File: config.mk
export PLATFORM = sky130hd
export DESIGN_NAME = cpu_regfile
export DESIGN_NICKNAME = d
export VERILOG_FILES = /design/src/rtl/cpu_regfile.sv
export SDC_FILE = /design/constraint.sdc
export NUM_CORES = 1
export LEC_CHECK = 0
export ABC_AREA = 1
export CAP_MARGIN = 40
export CORE_ASPECT_RATIO = 1.5
export CORE_MARGIN = 10
export CORE_UTILIZATION = 46
export CTS_CLUSTER_DIAMETER = 100
export CTS_CLUSTER_SIZE = 30
export DETAILED_ROUTE_END_ITERATION = 6
export HOLD_SLACK_MARGIN = 0.08
export PLACE_DENSITY = 0.66
export RECOVER_POWER = 25
export REMOVE_ABC_BUFFERS = 1
export SYNTH_ARGS = -nofsm -noshare
export SYNTH_HDL_FRONTEND = slang
export SYNTH_SLANG_ARGS = --single-unit
File: constraint.sdc
create_clock -name clk -period 4.9 [get_ports clk]
set_input_delay 0.735 -clock clk [delete_from_list [all_inputs] [get_ports clk]]
set_output_delay 0.735 -clock clk [all_outputs]
set_load 0.02 [all_outputs]
File: src/rtl/cpu_regfile.sv
module cpu_regfile #(
  parameter int DW = 16,
  parameter int AW = 24,
  parameter int FW = 16
) (
  input  logic            clk,
  input  logic            rst_n,
  input  logic [1:0]      ra_size,
  input  logic [3:0]      ra_sel,
  output logic [2*DW-1:0] ra_data,
  output logic            ra_illegal,
  input  logic [1:0]      rb_size,
  input  logic [3:0]      rb_sel,
  output logic [2*DW-1:0] rb_data,
  output logic            rb_illegal,
  input  logic            we,
  input  logic [1:0]      w_size,
  input  logic [3:0]      w_sel,
  input  logic [2*DW-1:0] w_data,
  output logic            w_illegal,
  input  logic            fu_en,
  input  logic [1:0]      fu_size,
  input  logic [2*DW-1:0] fu_result,
  input  logic            fu_carry
);
  localparam int LW = 2 * DW;
  localparam int BW = DW / 2;
  localparam int NA = 8;
  localparam int USP = 6;
  localparam int ISP = 7;
  localparam logic [FW-1:0] DMASK = FW'(2);

  logic [DW-1:0] dreg [4];
  logic [AW-1:0] areg [NA];
  logic [FW-1:0] flg;

  wire       u_bit = flg[7];
  wire [2:0] sp_ix = u_bit ? 3'(USP) : 3'(ISP);

  function automatic logic legal(input logic [1:0] sz, input logic [3:0] sl);
    case (sz)
      2'd0:    return sl < 4'd4;
      2'd1:    return sl < 4'd14;
      2'd2:    return sl < 4'd2;
      default: return 1'b0;
    endcase
  endfunction

  function automatic logic [LW-1:0] zx_a(input logic [AW-1:0] v);
    return {{(LW-AW){1'b0}}, v};
  endfunction

  function automatic logic [LW-1:0] rd(input logic [1:0] sz, input logic [3:0] sl);
    logic [LW-1:0] v;
    v = '0;
    if (legal(sz, sl)) begin
      case (sz)
        2'd0: v = {{(LW-BW){1'b0}}, sl[0] ? dreg[{1'b0, sl[1]}][DW-1:BW]
                                            : dreg[{1'b0, sl[1]}][BW-1:0]};
        2'd2: v = {dreg[{1'b1, sl[0]}], dreg[{1'b0, sl[0]}]};
        default: begin
          if (sl < 4'd4)       v = {{(LW-DW){1'b0}}, dreg[sl[1:0]]};
          else if (sl < 4'd10) v = zx_a(areg[3'(sl - 4'd4)]);
          else if (sl == 4'd10) v = zx_a(areg[sp_ix]);
          else if (sl == 4'd11) v = zx_a(areg[USP]);
          else if (sl == 4'd12) v = zx_a(areg[ISP]);
          else                  v = {{(LW-FW){1'b0}}, flg};
        end
      endcase
    end
    return v;
  endfunction

  assign ra_illegal = !legal(ra_size, ra_sel);
  assign rb_illegal = !legal(rb_size, rb_sel);
  assign w_illegal  = !legal(w_size, w_sel);
  assign ra_data    = rd(ra_size, ra_sel);
  assign rb_data    = rd(rb_size, rb_sel);

  logic fz, fs;
  always_comb begin
    case (fu_size)
      2'd0: begin fz = ~|fu_result[BW-1:0]; fs = fu_result[BW-1]; end
      2'd1: begin fz = ~|fu_result[DW-1:0]; fs = fu_result[DW-1]; end
      default: begin fz = ~|fu_result; fs = fu_result[LW-1]; end
    endcase
  end

  always_ff @(posedge clk) begin
    if (!rst_n) begin
      for (int i = 0; i < 4; i++) dreg[i] <= '0;
      for (int i = 0; i < NA; i++) areg[i] <= '0;
      flg <= '0;
    end else begin
      if (we && !w_illegal) begin
        case (w_size)
          2'd0: begin
            if (w_sel[0]) dreg[{1'b0, w_sel[1]}][DW-1:BW] <= w_data[BW-1:0];
            else          dreg[{1'b0, w_sel[1]}][BW-1:0]  <= w_data[BW-1:0];
          end
          2'd2: begin
            dreg[{1'b1, w_sel[0]}] <= w_data[LW-1:DW];
            dreg[{1'b0, w_sel[0]}] <= w_data[DW-1:0];
          end
          default: begin
            if (w_sel < 4'd4)        dreg[w_sel[1:0]] <= w_data[DW-1:0];
            else if (w_sel < 4'd10)  areg[3'(w_sel - 4'd4)] <= w_data[AW-1:0];
            else if (w_sel == 4'd10) areg[sp_ix] <= w_data[AW-1:0];
            else if (w_sel == 4'd11) areg[USP] <= w_data[AW-1:0];
            else if (w_sel == 4'd12) areg[ISP] <= w_data[AW-1:0];
            else                     flg <= w_data[FW-1:0] & ~DMASK;
          end
        endcase
      end
      if (fu_en) begin
        flg[0] <= fu_carry;
        flg[2] <= fz;
        flg[3] <= fs;
      end
    end
  end
endmodule


Word level (Yosys, flattened, before mapping)
Memory sizes are Yosys's and may differ from the RTL's.
Cells that the tools add are included.
- multiplexer cells: 101
- $lt $le $gt $ge: 12
- reductions and logical operators: 24
- equality and inequality tests: 22
- bitwise gates (word level): 8
- add/sub/neg operators: 3
- operators by type and width (kind ; count):
    $mux W24 ; 14
    $pmux W32 S2 ; 2
    $reduce_or A16 Y1 ; 5
    $mux W16 ; 4
    $mux W32 ; 2
    $mux W1 ; 55
    $reduce_or A24 Y1 ; 2
    $eq A4 B4 Y1 const B ; 9
    $reduce_or A32 Y1 ; 1
    $mux W4 ; 7
    $lt A4 B4 Y1 const B ; 6
    $mux W2 ; 8
    $mux W8 ; 2
    $reduce_and A7 Y1 ; 2
    $lt A4 B2 Y1 const B ; 3
    $lt A4 B3 Y1 const B ; 3
    $ne A2 B2 Y1 const B ; 5
    $pmux W1 S3 ; 3
    $sub A3 B3 Y3 const B ; 3
    $eq A2 B1 Y1 const B ; 4
    $logic_not A2 Y1 ; 4
    $reduce_or A8 Y1 ; 1
    $eq A2 B2 Y1 const B ; 3
    $logic_not A1 Y1 ; 6
    other kinds (8) ; 16
- register bits after elaboration: 15
- memories: 2
- RAM bits: 256
- bits of input ports: 89
- memory list (name ; words ; bits a word ; rd ports ; clocked after memory_dff ; write ports ; RTL line ; RTL):
    areg ; 8 ; 24 ; 5 ; 0 ; 8 ; 34 ; logic [AW-1:0] areg [NA];
    dreg ; 4 ; 16 ; 8 ; 0 ; 4 ; 33 ; logic [DW-1:0] dreg [4];

Longest topological paths before layout
- word-level depth: 11
- gate-level depth with buffers: 14
- gate-level depth less buffers: 12

Least setup slack after synthesis
OpenSTA, ideal clock, no wires.
- path kind: input to register
- start: input w_sel[2]
- end: memory areg[0][0], enable pin
- arrival: 3.688 ns
- library setup time: 0.438 ns
- slack: 0.773 ns
- stages on the path: 10
- path buffers: 3
- cells stage by stage: buf_2 nor2_4 nand3_1 nand3_2 buf_6 nand3_4 a21oi_2 inv_2 buf_2 o21ai_0
- RTL lines (item ; RTL line ; RTL):
    from (decl) ; 18 ; input logic [3:0] w_sel,
    to (decl) ; 34 ;

Worst setup path in the final report
- start: input rb_sel[3]
- end: output rb_data[17]
- longest elaborated chain between the ends: 8
- elaborated cells on any way between the ends: 15
- ends and longest elaborated chain (item ; RTL line ; RTL):
    from (decl) ; 13 ; input logic [3:0] rb_sel,
    $eq A4 B4 Y1 ; 66 ; else if (sl == 4'd12) v = zx_a(areg[ISP]);
    $mux W24 ; 66 ;
    $mux W24 ; 65 ; else if (sl == 4'd11) v = zx_a(areg[USP]);
    $mux W24 ; 64 ; else if (sl == 4'd10) v = zx_a(areg[sp_ix]);
    $mux W24 ; 63 ; else if (sl < 4'd10) v = zx_a(areg[3'(sl - 4'd4)]);
    $mux W24 ; 62 ; if (sl < 4'd4) v = {{(LW-DW){1'b0}}, dreg[sl[1:0]]};
    $pmux W32 S2 ; 57 ; case (sz)
    $mux W32 * ; 56 ; if (legal(sz, sl)) begin
    to (decl) ; 14 ; output logic [2*DW-1:0] rb_data,
Mark *: on every way between the ends. The rest lies on a longest branch, timed or not.

==> metrics.txt <==
Worst Max-Slew Pin Slew=1.42 ns; global route overflow=0; beginning of the critical path=rb_sel[3]; worst hold path class=flip-flop to flip-flop; Critical-path top delay cell=clkdlybuf4s50_1; Die ar.=47500 um^2; commonest non-fill, non-tap cell in the layout=nand2_1; I/O pin cnt=156; Die X=181 um; synth unique cells=47; NetSw=1640 uW; pin count of the biggest net entering global routing=152; hold path startpoint=flg[12]; Post-synth ARST share=0; Fin Setup TNS=0 ns; CP required=4.16 ns; DRC violations left=17; Core Region=38500 um^2; EDFF count, synth=256; post-cts resize count=0; Initial DRT Pass Iterations=7; Final min period=4.63 ns; input/output buffers=155; CP endpoint kind=primary output; clock buffer depth=3; commonest non-fill, non-tap cells in the layout=nand2_1, o21ai_0, a21oi_1; num rows=88; Final Wtd Congestion=1.05; final wirelength=75600 um; Vias=18446; CTS root buf=clkbuf_16; most used cell, CP=inv_2; postcts setup bufs=0; register area share after synthesis=0.445; Switching Share=0.319; Placed Area=20000 um^2; crit-path cells=clkdlybuf4s50_1 -> inv_2 -> nor2_1 -> nand2_1 -> inv_2 -> nor2_2 -> inv_2 -> o21ai_0 -> nand3_1 -> o21ai_0 -> clkdlybuf4s50_1; drt initial violations=2309; ant diodes=0; Post-CTS Hold Buffers=0; total track usage=0.303; unrepaired setup endpoints after global routing=false; share of layout cells above drive strength 1=0.0457; Die H=262 um; Post-Synthesis Cells=2436; r2r startpoint=flg[7]; PD cells=254 nW/um^2; post-DR wirelength/cell=25.1 um; DP Wirelength=57400 um; first-pass GRT wire length=110000 um; Final Hold Fails=0; count of pins over their slew limit=0; Final period util=0.946; worst-skew pair later-pin latency=0.52 ns; Starting Density=0.466; Mean Syn Cell Area=7.38 um^2; crit-path max FO=18; initial antenna violation count=0; CTS tree=built; Final setup viols=0; vias in the first global route=17191; GR Util met1=0.371; layer with the highest usage=met2; combinational fraction of design power=0.221; ANT nets after route=0; Sequential Power Share=0.528; Reg clk slew, reported paths=0.12 ns; crit start category=input pin; Final Hold Slack=0.478 ns; total of warnings raised by yosys=0; met2 Track Usage GR=0.519; worst path arrival time=3.90 ns; Max-Cap Viols=0; fmax=0.216 GHz; Clock power frac=0.251; H-tree depth=1; failing checks=DRC; flop and latch count out of synthesis=271; met3 Use GR=0.0398; final layout net count=2598; Most used DFF post-synth=edfxtp_1; Post-Layout Inst Area=20300 um^2; critical path type=input pin to primary output; Int Pwr=3510 uW; via/cell ratio=6.13; P_leak=0.00796 uW; Area Overhead vs Synth=12.8%; status=complete, but fails checks; Fin Clk Skew=0.0181 ns; Post-Syn Area=18000 um^2; clk sinks=271; Rel. slew slack=0.0534; peak supply drop=0.403 mV; CP max stage delay=0.81 ns; TritonCTS Buffers=13
## power groups by stage
stage	Sequential [uW]	Combinational, uW	Clock (uW)
finish	2720	1140	1290
global route	2730	1210	1370
CTS	2710	1120	1300
detailed placement	2770	1110	0
global placement	2760	1110	0
floorplan	2750	540	0
## synth_stat cells, types with 2 or more instances
master	instances	area [um^2]
nand2_4	5	56.3
nor2_2	4	25.0
buf_1	13	48.8
nand2_1	544	2040
dfxtp_1	15	300
o211ai_1	37	278
o221ai_1	10	87.6
nor2_1	256	961
buf_2	27	135
clkbuf_1	115	432
nand2_2	6	37.5
o31ai_1	2	15.0
nand4_2	3	37.5
o22ai_1	21	131
inv_1	171	642
buf_4	3	22.5
o21ai_1	5	25.0
inv_2	12	45.0
nor2_4	5	56.3
a22oi_1	31	233
nand3_2	3	30.0
a22o_1	4	35.0
nand3_1	140	701
clkinv_1	24	90.1
nor4_1	3	18.8
buf_6	8	90.1
nand4_1	11	68.8
a211oi_1	8	60.1
and3_1	15	93.8
edfxtp_1	256	7690
a21oi_1	262	1310
nor3_1	67	335
o21ai_0	333	1670
a31oi_1	4	25.0
## cell families after synthesis
family	Yosys count	share of synthesized area
AO/OA/AOI/OAI	724	0.219
buffers and inverters	375	0.0845
AND/OR/NAND/NOR	1065	0.251
flip-flops	271	0.445
multiplexers	1	0.000557
## worst paths after layout
| kind | endpoint | slack, ns | cells after the start |
|---|---|---|---|
| worst max-delay path | rb_data[17] | 0.27 | 11 |
| worst min-delay path | flg[12] | 0.48 | 2 |
| worst max register to register | areg[3][22] | 1.62 | 9 |
| worst min register to register | flg[12] | 0.48 | 2 |
## state kept, by name, indices dropped and copies added (netlist names)
signal	cells
flg	15
dreg	64
areg	192
## final cells by class
cell class | instances | area (um^2)
clock buffer | 18 | 344
clock inverter | 3 | 36.3
fill | 3776 | 18300
inverter | 208 | 783
multi-input combinational | 1790 | 8370
sequential | 271 | 7990
tap | 495 | 619
timing repair buffer | 225 | 2120
## worst max-delay path: cells and delay by family
| kind | cells | cell delay [ns] |
|---|---|---|
| and+or+nand+nor | 4 | 0.88 |
| buffers and inverters | 5 | 1.94 |
| AOI/OAI and AO/OA | 2 | 0.32 |
## layer usage
metal / share of wire / up-vias
li1: - / 8516
met1: 0.37 / 8689
met2: 0.49 / 1043
met3: 0.085 / 198
met4: 0.054 / 0
met5: 0 / -
## stage by stage
step                utilization  setup WS [ns]  std cells  power [uW]
floorplan                     -         0.0303       2269        3290
global placement          0.518          0.373       2987        3870
detailed placement        0.519          0.337       2989        3880
CTS                       0.529          0.337       3010        5130
global route              0.526         0.0428       3010        5320
finish                    0.526          0.266       3010        5150
Note: power is estimated with default switching activity, not from simulation.
